**src/rtl/dma_regs_pkg.sv**
```systemverilog
package dma_regs_pkg;

    // Byte offsets inside the register window
    localparam int OFS_CMD  = 0;
    localparam int OFS_STAT = 2;
    localparam int OFS_BASE = 4;

    // Command byte bit positions
    localparam int CMD_START_BIT = 0;
    localparam int CMD_DIR_BIT   = 3;

    // Status byte bit positions
    localparam int ST_ACT_BIT = 0;
    localparam int ST_ERR_BIT = 1;
    localparam int ST_INT_BIT = 2;

    typedef enum logic [1:0] {
        SZ_BYTE  = 2'd0,
        SZ_HALF  = 2'd1,
        SZ_WORD  = 2'd2,
        SZ_WORDX = 2'd3
    } acc_size_e;

    typedef enum logic [1:0] {
        RUN_IDLE  = 2'd0,
        RUN_BUSY  = 2'd1,
        RUN_DRAIN = 2'd2
    } run_state_e;

    typedef struct packed {
        logic dir;
        logic start;
    } cmd_t;

    typedef struct packed {
        logic intr;
        logic err;
        logic active;
    } stat_t;

    function automatic int size_bytes(input logic [1:0] sz);
        case (acc_size_e'(sz))
            SZ_BYTE: return 1;
            SZ_HALF: return 2;
            default: return 4;
        endcase
    endfunction

    function automatic logic [7:0] cmd_byte(input cmd_t c);
        logic [7:0] b;
        b = 8'h00;
        b[CMD_START_BIT] = c.start;
        b[CMD_DIR_BIT]   = c.dir;
        return b;
    endfunction

    function automatic logic [7:0] stat_byte(input stat_t s);
        logic [7:0] b;
        b = 8'h00;
        b[ST_ACT_BIT] = s.active;
        b[ST_ERR_BIT] = s.err;
        b[ST_INT_BIT] = s.intr;
        return b;
    endfunction

endpackage

```
**src/rtl/dma_lane_io.sv**
```systemverilog
module dma_lane_io
    import dma_regs_pkg::*;
#(
    parameter int BUS_BYTES = 4,
    parameter int WIN_BYTES = 8,
    parameter int WIN_AW    = 3
) (
    input  logic [WIN_AW-1:0]      acc_addr,
    input  logic [1:0]             acc_size,
    input  logic                   acc_wr,
    input  logic [8*BUS_BYTES-1:0] acc_wdata,
    input  logic [8*WIN_BYTES-1:0] win_bytes,
    output logic [WIN_BYTES-1:0]   lane_we,
    output logic [8*WIN_BYTES-1:0] lane_wd,
    output logic [8*BUS_BYTES-1:0] acc_rdata
);

    int nbytes;

    always_comb begin
        nbytes = size_bytes(acc_size);
        if (nbytes > BUS_BYTES) begin
            nbytes = BUS_BYTES;
        end
        lane_we   = '0;
        lane_wd   = '0;
        acc_rdata = '0;
        for (int j = 0; j < WIN_BYTES; j++) begin
            for (int k = 0; k < BUS_BYTES; k++) begin
                if ((k < nbytes) && (int'(acc_addr) + k == j)) begin
                    lane_we[j]          = acc_wr;
                    lane_wd[j*8 +: 8]   = acc_wdata[k*8 +: 8];
                    acc_rdata[k*8 +: 8] = win_bytes[j*8 +: 8];
                end
            end
        end
    end

endmodule

```
**src/rtl/dma_run_ctl.sv**
```systemverilog
module dma_run_ctl
    import dma_regs_pkg::*;
#(
    parameter int PTR_W = 32
) (
    input  logic             clk,
    input  logic             rst,
    input  logic             cmd_we,
    input  logic             wr_start,
    input  logic             wr_dir,
    input  logic [PTR_W-1:0] base_ptr,
    input  logic             eng_busy,
    output cmd_t             cmd_q,
    output logic             active,
    output logic             kick,
    output logic             halt,
    output logic             dir_q,
    output logic [PTR_W-1:0] cur_ptr
);

    run_state_e state;

    assign active = (state != RUN_IDLE);
    assign halt   = (state == RUN_DRAIN);

    always_ff @(posedge clk) begin
        if (rst) begin
            state   <= RUN_IDLE;
            cmd_q   <= '0;
            kick    <= 1'b0;
            dir_q   <= 1'b0;
            cur_ptr <= '0;
        end else begin
            kick <= 1'b0;
            // outstanding work finished: the pending stop completes
            if (state == RUN_DRAIN && !eng_busy) begin
                state <= RUN_IDLE;
            end
            if (cmd_we) begin
                cmd_q.start <= wr_start;
                cmd_q.dir   <= wr_dir;
                if (wr_start != cmd_q.start) begin
                    if (wr_start) begin
                        cur_ptr <= base_ptr;
                        dir_q   <= wr_dir;
                        kick    <= (state == RUN_IDLE);
                        state   <= RUN_BUSY;
                    end else if (eng_busy) begin
                        state <= RUN_DRAIN;
                    end else begin
                        state <= RUN_IDLE;
                    end
                end
            end
        end
    end

endmodule

```
**src/rtl/dma_stat_irq.sv**
```systemverilog
module dma_stat_irq (
    input  logic clk,
    input  logic rst,
    input  logic dev_irq,
    input  logic eng_err,
    input  logic clr_err,
    input  logic clr_int,
    output logic err_q,
    output logic int_q,
    output logic irq_out
);

    logic dev_irq_q;
    logic irq_rise;

    assign irq_rise = dev_irq && !dev_irq_q;
    assign irq_out  = dev_irq;

    always_ff @(posedge clk) begin
        if (rst) begin
            dev_irq_q <= 1'b0;
            err_q     <= 1'b0;
            int_q     <= 1'b0;
        end else begin
            dev_irq_q <= dev_irq;
            // a set in the same cycle as a clear wins
            if (irq_rise) begin
                int_q <= 1'b1;
            end else if (clr_int) begin
                int_q <= 1'b0;
            end
            if (eng_err) begin
                err_q <= 1'b1;
            end else if (clr_err) begin
                err_q <= 1'b0;
            end
        end
    end

endmodule

```
**src/rtl/dma_chan_regs.sv**
```systemverilog
module dma_chan_regs
    import dma_regs_pkg::*;
#(
    parameter int BUS_BYTES = 4,
    parameter int PTR_BYTES = 4,
    localparam int PTR_W     = 8 * PTR_BYTES,
    localparam int WIN_AW    = $clog2(OFS_BASE + PTR_BYTES),
    localparam int WIN_BYTES = 1 << WIN_AW
) (
    input  logic                   clk,
    input  logic                   rst,
    input  logic [WIN_AW-1:0]      reg_addr,
    input  logic [1:0]             reg_size,
    input  logic                   reg_wr,
    input  logic [8*BUS_BYTES-1:0] reg_wdata,
    output logic [8*BUS_BYTES-1:0] reg_rdata,
    input  logic                   eng_busy,
    input  logic                   eng_err,
    output logic                   eng_kick,
    output logic                   eng_halt,
    output logic                   eng_dir,
    output logic [PTR_W-1:0]       cur_ptr,
    input  logic                   dev_irq,
    output logic                   irq_out
);

    logic [WIN_BYTES-1:0]   lane_we;
    logic [8*WIN_BYTES-1:0] lane_wd;
    logic [8*WIN_BYTES-1:0] win_bytes;
    logic [PTR_W-1:0]       base_q;
    cmd_t                   cmd_q;
    stat_t                  stat_q;
    logic                   active;
    logic                   err_q;
    logic                   int_q;
    logic                   cmd_we;
    logic                   cmd_wr_start;
    logic                   cmd_wr_dir;
    logic                   unused_lanes;

    dma_lane_io #(
        .BUS_BYTES(BUS_BYTES),
        .WIN_BYTES(WIN_BYTES),
        .WIN_AW   (WIN_AW)
    ) u_lanes (
        .acc_addr (reg_addr),
        .acc_size (reg_size),
        .acc_wr   (reg_wr),
        .acc_wdata(reg_wdata),
        .win_bytes(win_bytes),
        .lane_we  (lane_we),
        .lane_wd  (lane_wd),
        .acc_rdata(reg_rdata)
    );

    assign cmd_we       = lane_we[OFS_CMD];
    assign cmd_wr_start = lane_wd[OFS_CMD*8 + CMD_START_BIT];
    assign cmd_wr_dir   = lane_wd[OFS_CMD*8 + CMD_DIR_BIT];

    dma_run_ctl #(
        .PTR_W(PTR_W)
    ) u_run (
        .clk     (clk),
        .rst     (rst),
        .cmd_we  (cmd_we),
        .wr_start(cmd_wr_start),
        .wr_dir  (cmd_wr_dir),
        .base_ptr(base_q),
        .eng_busy(eng_busy),
        .cmd_q   (cmd_q),
        .active  (active),
        .kick    (eng_kick),
        .halt    (eng_halt),
        .dir_q   (eng_dir),
        .cur_ptr (cur_ptr)
    );

    dma_stat_irq u_stat (
        .clk    (clk),
        .rst    (rst),
        .dev_irq(dev_irq),
        .eng_err(eng_err),
        .clr_err(lane_we[OFS_STAT] && lane_wd[OFS_STAT*8 + ST_ERR_BIT]),
        .clr_int(lane_we[OFS_STAT] && lane_wd[OFS_STAT*8 + ST_INT_BIT]),
        .err_q  (err_q),
        .int_q  (int_q),
        .irq_out(irq_out)
    );

    // Base pointer: byte-lane writes, low two bits held at zero
    always_ff @(posedge clk) begin
        if (rst) begin
            base_q <= '0;
        end else begin
            for (int b = 0; b < PTR_BYTES; b++) begin
                if (lane_we[OFS_BASE + b]) begin
                    base_q[b*8 +: 8] <= lane_wd[(OFS_BASE + b)*8 +: 8];
                end
            end
            base_q[1:0] <= 2'b00;
        end
    end

    assign stat_q = '{intr: int_q, err: err_q, active: active};

    always_comb begin
        win_bytes                      = '0;
        win_bytes[OFS_CMD*8 +: 8]      = cmd_byte(cmd_q);
        win_bytes[OFS_STAT*8 +: 8]     = stat_byte(stat_q);
        win_bytes[OFS_BASE*8 +: PTR_W] = base_q;
    end

    assign unused_lanes = ^{lane_we, lane_wd};

endmodule

```
**config.mk**
```make
export PLATFORM = sky130hd
export DESIGN_NAME = dma_chan_regs
export DESIGN_NICKNAME = d
export VERILOG_FILES = /design/src/rtl/dma_regs_pkg.sv /design/src/rtl/dma_lane_io.sv /design/src/rtl/dma_run_ctl.sv /design/src/rtl/dma_stat_irq.sv /design/src/rtl/dma_chan_regs.sv
export SDC_FILE = /design/constraint.sdc
export NUM_CORES = 1
export LEC_CHECK = 0
export ABC_AREA = 1
export BUFFER_PORTS_ARGS = -buffer_cell sky130_fd_sc_hd__buf_2
export CAP_MARGIN = 20
export CORE_UTILIZATION = 50
export CTS_CLUSTER_SIZE = 30
export DETAILED_ROUTE_END_ITERATION = 10
export PLACE_DENSITY = 0.72
export SLEW_MARGIN = 20
export SYNTH_ARGS = -nofsm -noshare
export SYNTH_HDL_FRONTEND = slang
export SYNTH_HIERARCHICAL = 1
export SYNTH_SLANG_ARGS = --single-unit
```
**constraint.sdc**
```tcl
create_clock -name clk -period 6.85 [get_ports clk]
set_clock_uncertainty 0.15 [all_clocks]
set_input_delay 0.685 -clock clk [delete_from_list [all_inputs] [get_ports clk]]
set_output_delay 0.685 -clock clk [all_outputs]
set_load 0.01 [all_outputs]
```
; Word level (Yosys, flattened, before mapping)
; Index checks and enable logic that the tools add are counted.
[op_classes]
n_addsub = 3
order_cmp = 5
eq_ne = 31
n_mux = 91
n_bitwise = 3
reduce_logical = 49
[ops]
columns = operator, n
row1 = "32-bit by 4-bit equality test with 1-bit output, second input constant", 12
row2 = 8-bit two-way mux, 32
row3 = "32-bit by 3-bit equality test with 1-bit output, second input constant", 6
row4 = 32-bit logical NOT, 4
row5 = "32-bit by 2-bit equality test with 1-bit output, second input constant", 3
row6 = 4-bit two-way mux, 20
row7 = 1-bit logical AND, 36
row8 = 1-bit two-way mux, 28
row9 = 3-bit two-way mux, 5
row10 = "3-bit equality test, second input constant", 4
row11 = 2-bit two-way mux, 5
row12 = "3-bit by 2-bit adder with 4-bit output, second input constant", 2
row13 = "3-bit by 2-bit equality test with 1-bit output, second input constant", 2
row14 = "1-bit by 3-bit < comparator with 1-bit output, first input constant", 2
row15 = "2-bit by 3-bit < comparator with 1-bit output, first input constant", 2
row16 = 3-bit case mux with 2 select lines, 1
row17 = 2-bit nonzero test, 3
row18 = "3-bit by 1-bit adder with 4-bit output, second input constant", 1
row19 = 2-bit logical NOT, 2
row20 = 4-bit OR reduction, 1
row21 = "3-bit by 1-bit equality test with 1-bit output, second input constant", 1
row22 = "3-bit > comparator, second input constant", 1
row23 = 1-bit inverter, 3
row24 = 3-bit AND reduction, 1
row25 = other kinds (4), 5
[totals]
regBits = 73
inputBits = 43
out_inout_bits = 68
wordCells = 196

; Logic depth before layout (Yosys ltp)
; Gate-level depths: netlist of run 1.
[depth]
depth_word = 14
mapped_depth = 17
depth_no_buf = 15

; Cells and area by module
; The synthesis of run 1 kept the hierarchy.
[modules_own_cells]
columns = module, n_inst, cells_per_inst, area_each_um2, seq_area_each_um2
row1 = dma_lane_io, 1, 861, 4160.2, 0.0
row2 = dma_run_ctl, 1, 240, 1575.3, 760.7
row3 = dma_chan_regs, 1, 196, 1315.0, 600.6
row4 = dma_stat_irq, 1, 15, 116.4, 60.1

; Worst setup path after synthesis of run 1
; No wires, ideal clock.
[synth_timing]
path_type = input-to-reg
start = in reg_addr[0]
end = reg u_run.cur_ptr[9]
setup_time_ns = 0.113
arrival_time_ns = 3.061
t_required_ns = 6.587
setup_slack_ns = 3.526
stages = 17
n_path_buf = 4
cell_sequence = buf_2 -> nand2_2 -> inv_1 -> ha_1 -> a21boi_0 -> nand2_1 -> buf_2 -> nor2_1 -> a21oi_1 -> o221ai_1 -> ha_1 -> inv_1 -> nand3_2 -> buf_4 -> buf_6 -> nor2_1 -> nor2_1
[synth_between]
elab_chain_cells = 8
word_cells_on_any_way = 21
classes_between = 3 x add/sub / 1 x eq/ne / 8 x mux / 9 x reduce/logical
[synth_rtl]
columns = item, line_no
row1 = "start, declared", dma_chan_regs.sv:12  ; input logic [WIN_AW-1:0] reg_addr,
row2 = 3-bit by 1-bit adder with 4-bit output or 32-bit logical NOT (tied branches), dma_lane_io.sv:30  ; if ((k < nbytes) && (int'(acc_addr) + k == j)) begin
row3 = 32-bit logical NOT or 1-bit logical AND (tied branches), dma_lane_io.sv:30
row4 = 1-bit logical AND or 4-bit two-way mux (tied branches), dma_lane_io.sv:30
row5 = 4-bit two-way mux (2 in series), dma_lane_io.sv:30
row6 = 4-bit two-way mux *, dma_lane_io.sv:30
row7 = named net lane_wd[0], dma_chan_regs.sv:28  ; logic [8*WIN_BYTES-1:0] lane_wd;
row8 = 1-bit inequality test, dma_run_ctl.sv:42  ; if (wr_start != cmd_q.start) begin
row9 = 3-bit AND reduction (no source line) *, -
row10 = "end signal, assigned", dma_run_ctl.sv:44  ; cur_ptr <= base_ptr;
row11 = "end, declared", dma_run_ctl.sv:18  ; output logic [PTR_W-1:0] cur_ptr
; Mark *: on every way through the listed nets, which the timed path passes. The rest lies on a longest branch.
; A chain may end at the register's enable or synchronous reset.

; Worst setup path in the final report of run 1
[layout_timing]
start = in reg_size[1]
end = out reg_rdata[17]
[layout_between]
elab_chain_cells = 13
word_cells_on_any_way = 20
classes_between = 2 x order compare / 1 x eq/ne / 9 x mux / 8 x reduce/logical
[layout_rtl]
columns = item, line_no
row1 = "start, declared", dma_chan_regs.sv:13  ; input logic [1:0] reg_size,
row2 = 2-bit by 1-bit equality test with 1-bit output or 2-bit logical NOT (tied branches), dma_regs_pkg.sv:42  ; case (acc_size_e'(sz))
row3 = 3-bit case mux with 2 select lines *, dma_regs_pkg.sv:42
row4 = 3-bit > comparator, dma_lane_io.sv:22  ; if (nbytes > BUS_BYTES) begin
row5 = 3-bit two-way mux *, dma_lane_io.sv:22
row6 = 2-bit by 3-bit < comparator with 1-bit output *, dma_lane_io.sv:30
row7 = 1-bit logical AND, dma_lane_io.sv:30
row8 = 4-bit two-way mux (3 in series), dma_lane_io.sv:30
row9 = 8-bit two-way mux (3 in series), dma_lane_io.sv:30
row10 = 8-bit two-way mux *, dma_lane_io.sv:30
row11 = "end, declared", dma_chan_regs.sv:16  ; output logic [8*BUS_BYTES-1:0] reg_rdata,
; Every way passes the cells marked *; elsewhere a longest branch is shown, timed or not.

==> impl_metrics.ini, run 1 <==
[critical_path]
start_kind = input port
ff2ff_setup_slack_ns = 4.95
r2r_start = u_run/cmd_q[0]$_SDFFE_PP0P_
r2r_end = u_run/cur_ptr[10]$_SDFFE_PP0P_
worstPathArrival_ns = 3.20
r2r_cells = 8
required_ns = 6.01
crit_path_end_kind = output port
criticalPathCategory = input port to output port
crit_fanout = 12

[finish]
antenna_cells = 0
final_common_cell = nand2_1
drive_above_1_share_pct = 12.8
final_net_count = 1422
instances_no_fill = 1549
area_growth_pct = 17.5
layout_common_cells = nand2_1 (386), nor2_1 (190), inv_1 (177)

[floorplanning]
rows = 41
core_um2 = 12700
fp.dieArea_um2 = 13500
start_util_pct = 51.6
die-height_um = 116
die_x_um = 116
num_io_pins = 111

[placement]
dpl.hpwl_um = 17900
gp_congestion = 1.05
placed_cells = 1533
place_ws_ns = 2.85
port-buffer-count = 110

[pwr]
ir_drop_uv = 127
p_int_mw = 0.831
p_total_mw = 1.29
leakagePower_nw = 4.16
power_density_nw_per_um2 = 168
clockPowerShare_pct = 37.7
power_frac_seq_pct = 36.3
switching_power_mw = 0.461
sw_frac_of_total_pct = 35.7
p_comb_share_pct = 26.1

[hold_path]
min_path_cells = 3
hp-class = register to register
hold_start = u_stat/dev_irq_q$_SDFF_PP0_
hold_end = u_stat/int_q$_SDFFE_PP0P_

[outcome]
status = complete, no violations

[global_route]
grt_antenna_before_repair = 0
grt.total_usage_pct = 36.4
grt_max_degree = 68
grt_first_pass_wirelength_um = 37200
grt_pass1_vias = 7100
overflow = 0

[drt]
viasPerCell = 5.21
drc = 0
num_vias = 8074
drt_iter0_drc = 1077
ant_nets = 0
wl_um = 23900
first_pass_iters = 6
wl_per_cell_um = 15.4

[clock_network]
cts-root-buf = clkbuf_16
cts_tree = done
insertion_delay_ns = 0.34
cts.path.max_buffers = 2
postCtsSetupBuffers = 0
clock-sinks = 71
cts_hold_buf = 0
cts.repair.resized = 0
cts-htree-levels = 3
clkTransAtPathRegs_ns = 0.06
cts_buffers = 9

[timing]
slew_headroom_pct = 26.3
tightest_slew_ns = 1.09
setup_viol = 0
finalHoldViolCount = 0
fmax_mhz = 248
timing.final.crit_share_pct = 58.9
timing.final.ws_setup_ns = 2.82
rsz0062_at_grt = false
slew_viol_final = 0
fin_tns_setup_ns = 0
min_period_ns = 4.03

[logic_synthesis]
syn_inst = 1197
yosys_warnings = 6
avgSynthCellArea_um2 = 5.47
syn-cell-area_um2 = 6540

[job]
max_cap_viol_count = 0
registers in the layout, indices dropped and copies added, names as in the netlist:
name              flops
u_stat/dev_irq_q      1
u_run/state           2
u_run/cur_ptr        32
u_run/kick            1
u_stat/err_q          1
u_run/dir_q           1
base_q               30
u_stat/int_q          1
u_run/cmd_q           2
power by group through the flow:
stage / clock, mW / sequential (mW) / combinational [mW]
global route: 0.502 / 0.470 / 0.374
CTS: 0.489 / 0.466 / 0.325
finish: 0.487 / 0.469 / 0.337
detailed placement: 0 / 0.476 / 0.323
global placement: 0 / 0.476 / 0.321
floorplan: 0 / 0.457 / 0.227
critical path, cell delays in order:
cell     delay [ns]
buf_2          0.10
nor2_1         0.29
inv_1          0.11
ha_1           0.34
nor2_1         0.14
inv_1          0.10
nor2_1         0.60
inv_1          0.41
nor2_1         0.18
a21oi_1        0.08
buf_2          0.15
routing by layer:
| metal | global-route usage [%] | vias to the layer above | share of wire [%] |
|---|---|---|---|
| li1 | - | 3985 | - |
| met1 | 48.7 | 3505 | 42 |
| met2 | 55.1 | 472 | 42 |
| met3 | 5.03 | 112 | 9.5 |
| met4 | 22.8 | 0 | 6.4 |
| met5 | 0 | - | 0 |
worst max path at each step:
stage / from / endpoint / slack [ns] / cells past startpoint
2_1_floorplan: reg_addr[0] / u_run/cur_ptr[9]$_SDFFE_PP0P_ / 3.56 / 17
3_3_place_gp: reg_addr[1] / u_run/cur_ptr[30]$_SDFFE_PP0P_ / 2.88 / 17
3_5_place_dp: reg_addr[1] / u_run/cur_ptr[10]$_SDFFE_PP0P_ / 2.85 / 17
4_1_cts: reg_size[1] / reg_rdata[17] / 2.92 / 11
5_1_grt: reg_size[1] / reg_rdata[17] / 2.63 / 14
6_report: reg_size[1] / reg_rdata[17] / 2.82 / 11
layout make-up:
cell class / count / area (um2)
fill: 1346 / 4980
multi-input combinational: 984 / 4420
sequential: 71 / 1420
inverter: 187 / 702
timing repair buffer: 119 / 618
clock buffer: 10 / 239
tap: 172 / 215
clock inverter: 6 / 68.8
stage by stage:
| step | instance area [um2] | hold WS, ns | util [%] |
|---|---|---|---|
| after global placement | 7380 | 0.289 | 58.2 |
| after detailed placement | 7380 | 0.293 | 58.2 |
| final | 7690 | 0.307 | 60.7 |
| after global routing | 7690 | 0.352 | 60.7 |
| after CTS | 7690 | 0.309 | 60.7 |
| after floorplan | 6940 | 0.272 | - |
Note: power is estimated with default switching activity, not from simulation.
==> run 2, diff against run 1 <==
--- a/config.mk
+++ b/config.mk
@@ -5,13 +5,13 @@
 export SDC_FILE = /design/constraint.sdc
 export NUM_CORES = 1
 export LEC_CHECK = 0
-export ABC_AREA = 1
+export ABC_AREA = 0
 export BUFFER_PORTS_ARGS = -buffer_cell sky130_fd_sc_hd__buf_2
 export CAP_MARGIN = 20
 export CORE_UTILIZATION = 50
 export CTS_CLUSTER_SIZE = 30
 export DETAILED_ROUTE_END_ITERATION = 10
-export PLACE_DENSITY = 0.72
+export PLACE_DENSITY = 0.75
 export SLEW_MARGIN = 20
 export SYNTH_ARGS = -nofsm -noshare
 export SYNTH_HDL_FRONTEND = slang
==> constraint.sdc (replaced) <==
create_clock -name clk -period 3.7 [get_ports clk]
set_clock_uncertainty 0.15 [all_clocks]
set_input_delay 0.37 -clock clk [delete_from_list [all_inputs] [get_ports clk]]
set_output_delay 0.37 -clock clk [all_outputs]
set_load 0.01 [all_outputs]
==> run 2 against run 1 <==
- wire length shrank 2.8%
- critical endpoint is now reg_rdata[15]
- critical path type unchanged
- clock power up 62%
- non-clock buffer count increased by 23
- clock-buffer cell count unchanged
- register-to-register slack got worse by 3.2 ns
- sequential cell count unchanged
- synthesized cell count is 27% lower
- worst hold slack worse by 0.18 ns
==> impl_metrics.ini, run 2 <==
[floorplanning]
fp.dieArea_um2 = 13100
core_um2 = 12200
die_x_um = 115
num_io_pins = 111
die-height_um = 115
start_util_pct = 52.1
rows = 40

[clock_network]
clkTransAtPathRegs_ns = 0.06
insertion_delay_ns = 0.33
cts_tree = done
cts-htree-levels = 3
postCtsSetupBuffers = 0
clock-sinks = 71
cts.repair.resized = 0
cts-root-buf = clkbuf_16
cts_buffers = 9
cts_hold_buf = 0
cts.path.max_buffers = 2

[logic_synthesis]
syn_inst = 869
syn-cell-area_um2 = 6340
yosys_warnings = 6
avgSynthCellArea_um2 = 7.29

[drt]
drt_iter0_drc = 1387
wl_per_cell_um = 19.6
first_pass_iters = 7
top_layer = met4
viasPerCell = 6.06
met2WireLength_um = 10100
wl_met3_um = 3080
ant_nets = 0
drc = 0
wl_met1_um = 9120
num_vias = 7192
wl_um = 23300

[critical_path]
critPathBufInv = 3
start_kind = input port
r2r_cells = 6
crit_fanout = 16
cpPeakStageDelay_ns = 0.52
criticalPathCategory = input port to output port
r2r_end = u_run/cur_ptr[22]$_SDFFE_PP0P_
crit_family = simple AND/OR/NAND/NOR gates
crit_path_end_kind = output port
crit_path_cell_trace = buf_2 > nand2_4 > inv_1 > ha_1 > o21bai_1 > nor3_2 > a221oi_1 > o31a_1 > nor3_1 > buf_2
crit_cells = 10
worstPathArrival_ns = 2.82
ff2ff_setup_slack_ns = 1.80
cp_common_cell = buf_2
required_ns = 3.18
startpoint = reg_addr[0]
setup.worst_path.end = reg_rdata[15]
critical_path.slowest_cell = nor3_2
r2r_start = u_run/cmd_q[0]$_SDFFE_PP0P_

[finish]
antenna_cells = 0
regMostFlops = u_run/cur_ptr
drive_above_1_share_pct = 21.6
area_growth_pct = 17.6
final_common_cell = conb_1
reg_top3 = u_run/cur_ptr (32), base_q (30)
largest_register_ffs = 32
final_net_count = 1064
layout_common_cells = conb_1 (114), buf_2 (110), nand2_1 (96)

[timing]
tightest_slew_ns = 0.959
min_period_ns = 3.34
slew_viol_final = 0
slew_headroom_pct = 36.1
timing.final.ws_setup_ns = 0.359
rsz0062_at_grt = false
finalHoldViolCount = 0
setup_viol = 0
timing.final.crit_share_pct = 90.3
fin_tns_setup_ns = 0
fmax_mhz = 299

[pwr]
p_int_mw = 1.47
p_comb_share_pct = 26.7
p_total_mw = 2.19
power_frac_seq_pct = 37.4
power_density_nw_per_um2 = 294
clockPowerShare_pct = 35.9
ir_drop_uv = 329
sw_frac_of_total_pct = 33.0
leakagePower_nw = 3.19
switching_power_mw = 0.724

[job]
max_cap_viol_count = 0

[outcome]
status = complete, no violations

[global_route]
overflow = 0
grt.total_usage_pct = 35.3
grt_max_degree = 43
grt_pass1_vias = 6337
grt_antenna_before_repair = 1
grt_first_pass_wirelength_um = 35200

[hold_path]
hp-class = input port to register

[placement]
port-buffer-count = 110
dpl.hpwl_um = 16400
place_ws_ns = 0.449
gp_congestion = 0.981
run 2: power by group through the flow:
stage / sequential [mW] / clock (mW) / combinational [mW]
2_1_floorplan: 0.808 / 0 / 0.422
3_3_place_gp: 0.832 / 0 / 0.560
3_5_place_dp: 0.832 / 0 / 0.562
4_1_cts: 0.815 / 0.791 / 0.565
5_1_grt: 0.816 / 0.826 / 0.632
6_report: 0.818 / 0.787 / 0.585
run 2: cell type report:
class	count	area, um2
Clock buffer	10	229
Clock inverter	6	45.0
Fill cell	1173	4710
Inverter	10	37.5
Multi-Input combinational cell	780	4700
Sequential cell	71	1420
Tap cell	168	210
Timing Repair Buffer	142	803
run 2: worst min path at each step:
stage	startpoint	endpoint	slack [ns]	depth (start not counted)
after global routing	eng_err	u_stat/err_q$_SDFFE_PP0P_	0.15	3
final	eng_err	u_stat/err_q$_SDFFE_PP0P_	0.13	3
after CTS	eng_err	u_stat/err_q$_SDFFE_PP0P_	0.12	3
after floorplan	rst	u_stat/err_q$_SDFFE_PP0P_	0.28	1
after detailed placement	u_run/cur_ptr[16]$_SDFFE_PP0P_	u_run/cur_ptr[16]$_SDFFE_PP0P_	0.30	2
after global placement	u_run/cur_ptr[16]$_SDFFE_PP0P_	u_run/cur_ptr[16]$_SDFFE_PP0P_	0.30	2
run 2: worst min-delay path: cells and delay by family:
| family | cells | cell delay [ns] |
|---|---|---|
| buf+inv | 2 | 0.14 |
| compound gates | 1 | 0.04 |
run 2: routing by layer:
layer / vias to the layer above / global-route usage (%)
met1: 3193 / 46.6
met5: - / 0
met2: 529 / 53.9
li1: 3380 / -
met3: 90 / 8.31
met4: 0 / 16.9
run 2: metrics by stage:
step	area [um2]	hold WS (ns)	utilization, %	cells
2_1_floorplan	6760	0.282	-	982
3_3_place_gp	7180	0.300	59.0	1171
3_5_place_dp	7180	0.302	59.0	1171
4_1_cts	7450	0.122	61.3	1187
5_1_grt	7450	0.146	61.3	1187
6_report	7450	0.126	61.3	1187
